==> src/rtl/rstctl_pkg.sv <==
package rstctl_pkg;
    localparam int unsigned WORD_W    = 16;
    localparam int unsigned ADDR_W    = 4;
    localparam logic [WORD_W-1:0] SET_KEY   = 16'hDEAD;
    localparam logic [WORD_W-1:0] CLEAR_KEY = 16'h0000;
    localparam logic [ADDR_W-1:0] CTRL_ADDR = 4'd0;
    localparam logic [ADDR_W-1:0] RSVD_ADDR = 4'd1;

    typedef enum logic [1:0] {
        CMD_NONE  = 2'b00,
        CMD_SET   = 2'b01,
        CMD_CLEAR = 2'b10
    } key_cmd_e;

    typedef struct packed {
        logic line;
    } ctl_state_t;
endpackage

==> src/rtl/rstctl_decode.sv <==
module rstctl_decode
    import rstctl_pkg::*;
#(
    parameter int unsigned AW = ADDR_W
) (
    input  logic [AW-1:0] addr,
    output logic          sel_ctrl,
    output logic          sel_rsvd
);
    localparam logic [AW-1:0] CTRL_A = AW'(CTRL_ADDR);
    localparam logic [AW-1:0] RSVD_A = AW'(RSVD_ADDR);

    always_comb begin
        sel_ctrl = (addr == CTRL_A);
        sel_rsvd = (addr == RSVD_A);
    end
endmodule

==> src/rtl/rstctl_keymatch.sv <==
module rstctl_keymatch
    import rstctl_pkg::*;
#(
    parameter int unsigned DW = WORD_W,
    parameter logic [DW-1:0] SET_W = DW'(SET_KEY),
    parameter logic [DW-1:0] CLR_W = DW'(CLEAR_KEY)
) (
    input  logic [DW-1:0] word,
    output key_cmd_e      cmd
);
    logic [DW-1:0] diff_set;
    logic [DW-1:0] diff_clr;

    for (genvar b = 0; b < DW; b++) begin : g_bit
        assign diff_set[b] = word[b] ^ SET_W[b];
        assign diff_clr[b] = word[b] ^ CLR_W[b];
    end

    always_comb begin
        if (diff_set == '0)      cmd = CMD_SET;
        else if (diff_clr == '0) cmd = CMD_CLEAR;
        else                     cmd = CMD_NONE;
    end
endmodule

==> src/rtl/rstctl_readback.sv <==
module rstctl_readback
    import rstctl_pkg::*;
#(
    parameter int unsigned DW = WORD_W,
    parameter logic [DW-1:0] SET_W = DW'(SET_KEY),
    parameter logic [DW-1:0] CLR_W = DW'(CLEAR_KEY)
) (
    input  logic          sel_ctrl,
    input  logic          line,
    output logic [DW-1:0] rdata
);
    always_comb begin
        rdata = '0;
        if (sel_ctrl) rdata = line ? SET_W : CLR_W;
    end
endmodule

==> src/rtl/rstctl_keyed.sv <==
module rstctl_keyed
    import rstctl_pkg::*;
#(
    parameter int unsigned AW = ADDR_W,
    parameter int unsigned DW = WORD_W
) (
    input  logic          clk,
    input  logic          rst_n,
    input  logic [AW-1:0] bus_addr,
    input  logic          bus_wr,
    input  logic [DW-1:0] bus_wdata,
    output logic [DW-1:0] bus_rdata,
    output logic          sw_rst_o
);
    logic       sel_ctrl;
    logic       sel_rsvd;
    key_cmd_e   cmd;
    ctl_state_t st_d;
    ctl_state_t st_q;

    rstctl_decode #(.AW(AW)) u_decode (
        .addr     (bus_addr),
        .sel_ctrl (sel_ctrl),
        .sel_rsvd (sel_rsvd)
    );

    rstctl_keymatch #(.DW(DW)) u_match (
        .word (bus_wdata),
        .cmd  (cmd)
    );

    rstctl_readback #(.DW(DW)) u_rdback (
        .sel_ctrl (sel_ctrl),
        .line     (st_q.line),
        .rdata    (bus_rdata)
    );

    always_comb begin
        st_d = st_q;
        if (bus_wr && sel_ctrl && !sel_rsvd) begin
            unique case (cmd)
                CMD_SET:   st_d.line = 1'b1;
                CMD_CLEAR: st_d.line = 1'b0;
                default:   st_d.line = st_q.line;
            endcase
        end
    end

    always_ff @(posedge clk or negedge rst_n) begin
        if (!rst_n) st_q <= '0;
        else        st_q <= st_d;
    end

    assign sw_rst_o = st_q.line;
endmodule

==> config.mk <==
export PLATFORM = sky130hd
export DESIGN_NAME = rstctl_keyed
export DESIGN_NICKNAME = d
export VERILOG_FILES = /design/src/rtl/rstctl_pkg.sv /design/src/rtl/rstctl_decode.sv /design/src/rtl/rstctl_keymatch.sv /design/src/rtl/rstctl_readback.sv /design/src/rtl/rstctl_keyed.sv
export SDC_FILE = /design/constraint.sdc
export NUM_CORES = 1
export LEC_CHECK = 0
export BUFFER_PORTS_ARGS = -buffer_cell sky130_fd_sc_hd__buf_2
export CAP_MARGIN = 20
export CORE_AREA = 10 10 47 49
export CTS_CLUSTER_DIAMETER = 50
export DETAILED_ROUTE_END_ITERATION = 10
export DIE_AREA = 0 0 57 59
export HOLD_SLACK_MARGIN = 0.1
export PLACE_DENSITY_LB_ADDON = 0.05
export SLEW_MARGIN = 20
export SYNTH_ARGS = -nofsm -noshare
export SYNTH_HDL_FRONTEND = slang
export SYNTH_SLANG_ARGS = --single-unit
==> constraint.sdc <==
create_clock -name clk -period 1.1 [get_ports clk]
set_clock_uncertainty 0.2 [all_clocks]
set_input_delay 0 -clock clk [delete_from_list [all_inputs] [get_ports clk]]
set_output_delay 0 -clock clk [all_outputs]
set_load 0.05 [all_outputs]
==> summary.txt, run 1 <==
Power
  • Design Power: 0.143 mW
  • Leakage: 0.235 nW
  • Cell Pwr Density: 296 nW/µm²
  • Worst ir drop on vdd: 0.117 mV

Worst hold path
  • Min-Delay Path Class: in2async

Setup path
  • Critical Path End Type: register
  • Crit path max-delay cell type: nor4_4
  • Critical Path RT: 0.77 ns
  • CP max stage delay: 0.28 ns
  • Reg2reg start: sw_rst_o
  • Crit path kind: in2reg
  • Crit path arrival time: 0.88 ns
  • Crit-path cells: buf_6 -> nor4_4 -> nand4b_1 -> o21ai_2 -> o41ai_2
  • Worst Setup Start Kind: input pin
  • Crit Path Max Fanout: 2
  • CP startpoint: bus_addr[1]

STA
  • Hold WS: 0.107 ns
  • Tmin final: 1.21 ns
  • Worst setup margin: -0.115 ns
  • RSZ-0062 raised after global routing: true
  • Tcrit/Tclk final: 110%
  • # setup viols final: 4
  • TNS Setup: -0.147 ns
  • Hold Fails Final Rpt: 0
  • Highest clock rate: 823 MHz
  • Max-slew violation count: 0

Die
  • Core Box Area: 1400 µm²
  • Site Rows: 14
  • # IOs: 40
  • Die H: 59 µm
  • Starting density of the core: 16.4%
  • Die ar.: 3360 µm²
  • Die Width: 57 µm

Logic synthesis
  • Post-Syn Area: 230 µm²
  • Most frequent cells after synthesis: buf_4, nor4_1, nand3_1, nand4_1
  • Syn Inst Count: 30
  • Synth async-reset ratio: 100%
  • Number of warnings issued by yosys: 0
  • Ys flop type: dfrtp_1
  • FF+latch count, synth: 1
  • Mean Syn Cell Area: 7.67 µm²
  • Synth top area cells: buf_4, dfrtp_1, nor4_1
  • Count leader, synth: buf_4
  • Top-area cell type share of the netlist area: 48.9%
  • Yosys cell types: 12
  • Number of flops mapped to enable cells by yosys: 0
  • Sequential area share after synthesis: 10.9%
  • Synth area leader: buf_4

Global route
  • Largest net degree at the start of global routing: 12
  • Tot GR Track Use: 4.91%
  • First-pass GRT wire length: 1480 µm
  • Initial antenna violation count: 0
  • Remaining global-route overflow: 0
  • Vias in the first global route: 323

Drt
  • Total vias in the final route: 306
  • Final ANT Viol Nets: 0
  • Number of DRC markers in iteration 0: 3
  • Drt pass-1 iters: 4
  • # DRC: 0
  • Drt total wl: 1010 µm
  • Average wire per standard cell: 14.1 µm
  • Via-per-instance ratio: 4.25

Final layout
  • Fin nets: 81
  • Proportion of layout cells with a drive suffix above 1: 75.0%
  • Fillers: 151
  • Multi-input logic area: 144 µm²
  • Final Non-Filler Cells: 72
  • Finished Core Util: 34.6%
  • Post-Layout Inst Area: 484 µm²
  • Layout Area Growth over Synthesis: 110%
  • Max reg flops: 1
  • ANT cells: 0
  • Register area: 26.3 µm²

Placed design
  • Input/output buffers: 34
  • Worst Setup Slack post-DPL: -0.245 ns
  • Placed Instances: 70
  • Dpl cell area: 333 µm²
  • GPL Wtd Cong: 0.586

Run status
  • Status: complete, but fails checks
  • Failing checks: negative setup slack

CTS
  • Latest clock arrival within the worst-skew pair: 0 ns
  • Clock Pin Slew Worst Setup and Hold Paths: 0 ns

Job
  • Reported max-cap violation count: 0
-- worst paths after layout --
| path | to | slack, ns | depth (start not counted) |
|---|---|---|---|
| worst max-delay path | sw_rst_o | -0.11 | 5 |
| worst min register to register | sw_rst_o | 0.32 | 2 |
| min in group clk | sw_rst_o | 0.11 | 3 |
| max in group asynchronous | sw_rst_o | 0.50 | 2 |
| worst min-delay path | sw_rst_o | 0.11 | 2 |
| worst max register to register | sw_rst_o | 0.21 | 2 |
-- kinds of logic after synthesis --
family | synth area share, %
buf+inv | 48.9
simple gates | 32.6
compound gates | 5.98
flops | 10.9
other cells | 1.63
-- placed cells by master, fill, tap and decap left out --
| cell type | instances |
|---|---|
| and2_4 | 2 |
| buf_2 | 20 |
| buf_4 | 1 |
| buf_6 | 9 |
| buf_8 | 5 |
| conb_1 | 5 |
| dfrtp_2 | 1 |
| dlygate4sd3_1 | 1 |
| nand3_1 | 2 |
| nand4_1 | 2 |
| nand4b_1 | 1 |
| nor3_1 | 1 |
| nor4_1 | 2 |
| nor4_2 | 1 |
| nor4_4 | 1 |
| o21ai_2 | 1 |
| o41ai_2 | 1 |
-- critical path, delay by kind of cell --
family / cells / cell delay (ns)
AOI/OAI and AO/OA: 2 / 0.28
buffers and inverters: 1 / 0.09
and+or+nand+nor: 2 / 0.50
-- final cells by class --
cell class	instances	area share, %
flip-flops and latches	1	5.43
repair buffers	36	60.7
well taps	16	4.13
multi-input cells	19	29.7
-- power breakdown --
| part | switching [mW] | internal (mW) | leakage (nW) | total, mW |
|---|---|---|---|---|
| Sequential | 0.00000234 | 0.0374 | 0.0123 | 0.0374 |
| Combinational | 0.0624 | 0.0433 | 0.223 | 0.106 |
| Clock | 0 | 0 | 0 | 0 |
-- routing by layer --
layer  share of wire (%)  wire length [µm]  up-vias  GRT usage, %
met1                  42               421      127          5.90
met5                   0                 0        -             0
met4                   0                 0        0             0
li1                    -                 -      144             -
met3                  19               192        0          3.65
met2                  40               401       35          7.29
-- what timing repair did --
action / in CTS / in global routing
gates cloned: 0 / 1
hold buffers: 1 / 0
setup buffers: 0 / 1
resized for setup: 13 / 28
endpoints found under the hold margin: 1 / 0
pin swaps: 4 / 3
setup endpoints to repair: 12 / 12
Note: power is estimated with default switching activity, not from simulation.
==> run 2: changes to the inputs <==
==> constraint.sdc (replaced) <==
create_clock -name clk -period 1.1 [get_ports clk]
set_clock_uncertainty 0.2 [all_clocks]
set_input_delay 0.055 -clock clk [delete_from_list [all_inputs] [get_ports clk]]
set_output_delay 0.055 -clock clk [all_outputs]
set_load 0.05 [all_outputs]
==> run 2 against run 1 <==
Against the previous run: the run still ends with negative setup slack left; register-to-register slack lost 0.03 ns; flip-flop and latch count unchanged; die area did not move; global-route usage grew 0.38 points; wire length is 4.0% higher; sequential share of layout area fell by 0.23 points; sequential power about the same; utilization is 1.5 points higher; critical path type unchanged; highest routed layer unchanged.
==> summary.txt, run 2 (synthesis gave the netlist of run 1 again) <==
Placed design
  • Placed Instances: 69 (was 70)
  • Worst Setup Slack post-DPL: -0.191 ns (was -0.245 ns)
  • GPL Wtd Cong: 0.583 (was 0.586)
  • Input/output buffers: 34 (unchanged)
  • Dpl cell area: 325 µm² (was 333 µm²)

Setup path
  • Critical Path End Type: register (unchanged)
  • Crit Path Max Fanout: 2 (unchanged)
  • Delay-heaviest family, CP: simple AND/OR/NAND/NOR gates (unchanged)
  • Critical Path RT: 0.77 ns (about the same)
  • Worst Path Buf+Inv: 1 (unchanged)
  • Worst Setup Start Kind: input pin (unchanged)
  • Crit-path cells: buf_6 -> nor4_4 -> nand4b_1 -> o21ai_1 -> o41ai_2 (was buf_6 -> nor4_4 -> nand4b_1 -> o21ai_2 -> o41ai_2)
  • CP max stage delay: 0.27 ns (was 0.28 ns)
  • Crit path arrival time: 0.89 ns (was 0.88 ns)
  • Crit path kind: in2reg (unchanged)
  • Crit path max-delay cell type: nor4_4 (unchanged)

Global route
  • Tot GR Track Use: 5.29% (was 4.91%)
  • Initial antenna violation count: 0 (unchanged)
  • Met1 usage: 5.62% (was 5.90%)
  • Met2 Usage GRT: 10.5% (was 7.29%)
  • First-pass GRT wire length: 1570 µm (was 1480 µm)
  • Largest net degree at the start of global routing: 7 (was 12)
  • Remaining global-route overflow: 0 (unchanged)
  • Met3 Usage GRT: 1.50% (was 3.65%)
  • GR peak layer: met2 (unchanged)
  • Vias in the first global route: 295 (was 323)

Die
  • Die Width: 57 µm (unchanged)
  • Core Box Area: 1400 µm² (unchanged)
  • Die ar.: 3360 µm² (unchanged)
  • Starting density of the core: 16.4% (unchanged)
  • # IOs: 40 (unchanged)
  • Site Rows: 14 (unchanged)
  • Die H: 59 µm (unchanged)

STA
  • Worst setup margin: -0.120 ns (was -0.115 ns)
  • Max-slew violation count: 0 (unchanged)
  • Hold Fails Final Rpt: 0 (unchanged)
  • TNS Setup: -1.22 ns (was -0.147 ns)
  • # setup viols final: 12 (was 4)
  • RSZ-0062 raised after global routing: true (unchanged)
  • Highest clock rate: 819 MHz (was 823 MHz)
  • Tcrit/Tclk final: 111% (was 110%)
  • Tmin final: 1.22 ns (was 1.21 ns)
  • Hold WS: 0.161 ns (was 0.107 ns)

Run status
  • Failing checks: negative setup slack (unchanged)
  • Status: complete, but fails checks (unchanged)

Drt
  • Average wire per standard cell: 14.7 µm (was 14.1 µm)
  • Total vias in the final route: 292 (was 306)
  • Drt total wl: 1060 µm (was 1010 µm)
  • Number of DRC markers in iteration 0: 3 (unchanged)
  • # DRC: 0 (unchanged)
  • Drt pass-1 iters: 2 (was 4)
  • Final ANT Viol Nets: 0 (unchanged)
  • Via-per-instance ratio: 4.06 (was 4.25)

CTS
  • Clock Pin Slew Worst Setup and Hold Paths: 0 ns (about the same)
  • Latest clock arrival within the worst-skew pair: 0 ns (about the same)

Final layout
  • Layout Area Growth over Synthesis: 120% (was 110%)
  • Fin nets: 81 (unchanged)
  • Commonest non-fill, non-tap cell in the layout: buf_2 (unchanged)
  • Final Non-Filler Cells: 72 (unchanged)
  • Most frequent cells in the layout: buf_2, buf_8, conb_1 (was buf_2, buf_6, conb_1, buf_8)
  • Max reg flops: 1 (unchanged)
  • Finished Core Util: 36.1% (was 34.6%)
  • Proportion of layout cells with a drive suffix above 1: 73.2% (was 75.0%)
  • ANT cells: 0 (unchanged)
  • Post-Layout Inst Area: 505 µm² (was 484 µm²)

Job
  • Reported max-cap violation count: 0 (unchanged)

Power
  • Design Power: 0.145 mW (was 0.143 mW)
  • Worst ir drop on vdd: 0.192 mV (was 0.117 mV)
  • Cell Pwr Density: 287 nW/µm² (was 296 nW/µm²)
  • Leakage: 0.240 nW (was 0.235 nW)

Worst hold path
  • Min-Delay Path Class: in2reg (was in2async)
-- run 2: cell counts in the layout (fill, tap and decap cells not counted) --
Identical to the previous run, type by type.
-- run 2: per-layer routing --
metal  part of all wire [%]  up-vias
li1                       -      143
met1                     34      133
met2                     57       16
met3                    9.1        0
met4                      0        0
met5                      0        -
-- run 2: area by class of cell --
cell class | count | area (µm²)
well taps | 16 | 20.0
flip-flops and latches | 1 | 26.3
multi-input cells | 19 | 149
fillers | 146 | 896
repair buffers | 36 | 310
-- run 2: worst reg2reg max path: cells and delay by family, from the launching register on --
kind	cells	cell delay, ns
compound gates	2	0.19
flops	1	0.40
-- run 2: path summary, 6_finish.rpt --
kind	from	slack (ns)	cells past startpoint	endpoint
worst min-delay path	bus_wdata[3]	0.16	3	sw_rst_o
worst max-delay path	bus_addr[2]	-0.12	5	sw_rst_o
worst max register to register	sw_rst_o	0.18	2	sw_rst_o
min in group asynchronous	rst_n	0.17	2	sw_rst_o
max in group asynchronous	rst_n	0.44	2	sw_rst_o
worst min register to register	sw_rst_o	0.33	2	sw_rst_o
-- run 2: timing repair --
action,4_1_cts,5_1_grt
buffers inserted,1,0
setup endpoints to repair,12,12
hold endpoints to repair,1,0
pin swaps,3,0
hold buffers,1,0
resized for setup,26,15
gates cloned,1,0
-- run 2: where the power goes --
group | internal [mW] | switching, mW
logic | 0.0421 | 0.0654
clock network | 0 | 0
registers | 0.0374 | 0.00000175
total | 0.0795 | 0.0654
==> run 3: changes to the inputs <==
ABC_AREA = 1   (was not set)
==> run 3 against run 2 <==
Against the previous run: largest cell class unchanged; die area unchanged; critical endpoint is now bus_rdata[14]; the run now ends clean; worst hold slack improved by 0.0098 ns; sequential share of layout area increased by 0.51 points; setup slack improved by 0.17 ns; via count increased by 24%; utilization decreased by 3.2 points; cell area decreased by 8.9%; global-route usage decreased by 0.74 points; combinational power about the same.
==> summary.txt, run 3 <==
Run status
  • Status: completed (was complete, but fails checks)

Die
  • Die ar.: 3360 µm² (unchanged)
  • # IOs: 40 (unchanged)
  • Site Rows: 14 (unchanged)
  • Die H: 59 µm (unchanged)
  • Die Width: 57 µm (unchanged)
  • Starting density of the core: 20.4% (was 16.4%)
  • Core Box Area: 1400 µm² (unchanged)

Logic synthesis
  • Number of warnings issued by yosys: 0 (unchanged)
  • Number of flops mapped to enable cells by yosys: 0 (unchanged)
  • Most frequent cells after synthesis: buf_4, nor2_1, nand2_1, inv_1 (was buf_4, nor4_1, nand3_1, nand4_1)
  • Yosys cell types: 9 (was 12)
  • Count leader, synth: buf_4 (unchanged)
  • Synth async-reset ratio: 100% (unchanged)
  • Mean Syn Cell Area: 5.59 µm² (was 7.67 µm²)
  • Top-area cell type share of the netlist area: 39.5% (was 48.9%)
  • Synth top area cells: buf_4, nor2_1, nand2_1 (was buf_4, dfrtp_1, nor4_1)
  • Synth area leader: buf_4 (unchanged)
  • Syn Inst Count: 51 (was 30)
  • Ys flop type: dfrtp_1 (unchanged)
  • FF+latch count, synth: 1 (unchanged)
  • Post-Syn Area: 285 µm² (was 230 µm²)
  • Sequential area share after synthesis: 8.77% (was 10.9%)

Power
  • Worst ir drop on vdd: 0.128 mV (was 0.192 mV)
  • Switch Pwr: 0.0676 mW (was 0.0654 mW)
  • Sequential power share: 26.0% (was 25.8%)
  • Cell Pwr Density: 312 nW/µm² (was 287 nW/µm²)
  • Leakage: 0.253 nW (was 0.240 nW)
  • Comb pwr share: 74.0% (was 74.2%)
  • Sw Ratio: 47.0% (was 45.1%)
  • Pint: 0.0762 mW (was 0.0795 mW)
  • Clock share of power: 0% (about the same)

Setup path
  • Crit-path cells: inv_2 -> nor2_4 -> buf_4 (was buf_6 -> nor4_4 -> nand4b_1 -> o21ai_1 -> o41ai_2)
  • FF-to-FF End: sw_rst_o (unchanged)
  • CP max stage delay: 0.34 ns (was 0.27 ns)
  • Crit Path Max Fanout: 6 (was 2)
  • Worst Setup Start Kind: register (was input pin)
  • Setup slack, reg-to-reg: 0.17 ns (was 0.18 ns)
  • Crit path arrival time: 0.80 ns (was 0.89 ns)
  • Crit path max-delay cell type: dfrtp_2 (was nor4_4)
  • Delay-heaviest family, CP: flip-flops (was simple AND/OR/NAND/NOR gates)
  • Crit path kind: reg2out (was in2reg)
  • Worst Path Buf+Inv: 2 (was 1)
  • Reg2reg start: sw_rst_o (unchanged)
  • Critical Path RT: 0.84 ns (was 0.77 ns)
  • Critical Path End Type: primary output (was register)
  • Reg2reg path depth: 3 (was 2)

Final layout
  • Proportion of layout cells with a drive suffix above 1: 55.8% (was 73.2%)
  • Fin nets: 102 (was 81)
  • Commonest non-fill, non-tap cell in the layout: buf_2 (unchanged)
  • Layout Area Growth over Synthesis: 61.4% (was 120%)
  • ANT cells: 0 (unchanged)
  • Max reg flops: 1 (unchanged)
  • Post-Layout Inst Area: 460 µm² (was 505 µm²)
  • Final Non-Filler Cells: 93 (was 72)
  • Most frequent cells in the layout: buf_2, nor2_1, buf_4 (was buf_2, buf_8, conb_1)

Drt
  • Total vias in the final route: 363 (was 292)
  • Drt total wl: 999 µm (was 1060 µm)
  • Number of DRC markers in iteration 0: 1 (was 3)
  • # DRC: 0 (unchanged)
  • Average wire per standard cell: 10.7 µm (was 14.7 µm)
  • Via-per-instance ratio: 3.90 (was 4.06)
  • Drt pass-1 iters: 2 (unchanged)
  • Final ANT Viol Nets: 0 (unchanged)

Global route
  • Largest net degree at the start of global routing: 12 (was 7)
  • First-pass GRT wire length: 1390 µm (was 1570 µm)
  • Remaining global-route overflow: 0 (unchanged)
  • Tot GR Track Use: 4.55% (was 5.29%)
  • Initial antenna violation count: 0 (unchanged)
  • Vias in the first global route: 368 (was 295)

STA
  • Tcrit/Tclk final: 95.5% (was 111%)
  • Tmin final: 1.05 ns (was 1.22 ns)
  • Hold WS: 0.171 ns (was 0.161 ns)
  • Hold Fails Final Rpt: 0 (unchanged)
  • # setup viols final: 0 (was 12)
  • Max-slew violation count: 0 (unchanged)
  • Highest clock rate: 952 MHz (was 819 MHz)

Placed design
  • GPL Wtd Cong: 0.603 (was 0.583)
  • Placed Instances: 91 (was 69)
  • Dpl hpwl: 895 µm
  • Input/output buffers: 34 (unchanged)
  • Dpl cell area: 394 µm² (was 325 µm²)

Worst hold path
  • Min-Delay Path Class: in2async (was in2reg)

CTS
  • Clock Pin Slew Worst Setup and Hold Paths: 0 ns (about the same)
  • Latest clock arrival within the worst-skew pair: 0 ns (about the same)

Job
  • Reported max-cap violation count: 0 (unchanged)
## run 3: cell types whose count changed in the layout (fill, tap and decap cells not counted), sizes merged, moves of 2 or more
| cell | change |
|---|---|
| nand2 | +7 |
| nor4 | -4 |
| inv | +5 |
| and2 | -2 |
| nor2 | +17 |
## run 3: cells by family (layout without fill, tap and decap cells)
family,count (synthesis),count (layout),share of synthesized area [%]
AND/OR/NAND/NOR,29,30,43.9
buffers and inverters,20,41,46.1
other,1,5,1.31
flip-flops,1,1,8.77
## run 3: timing repair
item,in CTS,in global routing
pin swaps,0,2
hold endpoints to repair,1,0
gates cloned,0,1
buffers inserted,0,0
setup endpoints to repair,11,12
hold buffers,1,0
resized for setup,0,28
## run 3: worst max-delay path by stage
stage                 from  cells after the start  slack [ns]             to
3_3_place_gp   bus_addr[3]                      5       -0.02   bus_rdata[9]
4_1_cts        bus_addr[3]                      5       -0.04  bus_rdata[14]
3_5_place_dp   bus_addr[3]                      5       -0.04  bus_rdata[14]
6_report          sw_rst_o                      3        0.05  bus_rdata[14]
2_1_floorplan     sw_rst_o                      3       -0.41  bus_rdata[10]
5_1_grt           sw_rst_o                      3       -0.01   bus_rdata[2]
## run 3: cell type report
class | count | area (µm²)
Inverter | 5 | 18.8
Fill cell | 173 | 941
Multi-Input combinational cell | 35 | 173
Tap cell | 16 | 20.0
Sequential cell | 1 | 26.3
Timing Repair Buffer | 36 | 223
## run 3: stage by stage
step | power, mW | utilization (%) | setup slack, ns | setup TNS [ns]
after floorplan | 0.106 | - | -0.413 | -4.19
after global placement | 0.137 | 28.1 | -0.0215 | -0.229
after detailed placement | 0.137 | 28.1 | -0.0433 | -0.444
after CTS | 0.140 | 28.8 | -0.0420 | -0.429
after global routing | 0.155 | 32.9 | -0.0105 | -0.0414
final | 0.144 | 32.9 | 0.0498 | 0
## run 3: power groups by stage
stage / clock network [mW] / registers [mW] / logic, mW
after CTS: 0 / 0.0374 / 0.103
after global placement: 0 / 0.0374 / 0.0994
final: 0 / 0.0374 / 0.106
after global routing: 0 / 0.0374 / 0.117
after detailed placement: 0 / 0.0374 / 0.0998
after floorplan: 0 / 0.0375 / 0.0685
## run 3: per-layer routing
metal / up-vias / global-route usage [%] / routed length (µm)
met5: - / 0 / 0
met4: 0 / 0 / 0
met3: 0 / 2.15 / 93
met2: 19 / 9.46 / 556
met1: 155 / 4.06 / 349
li1: 189 / - / -
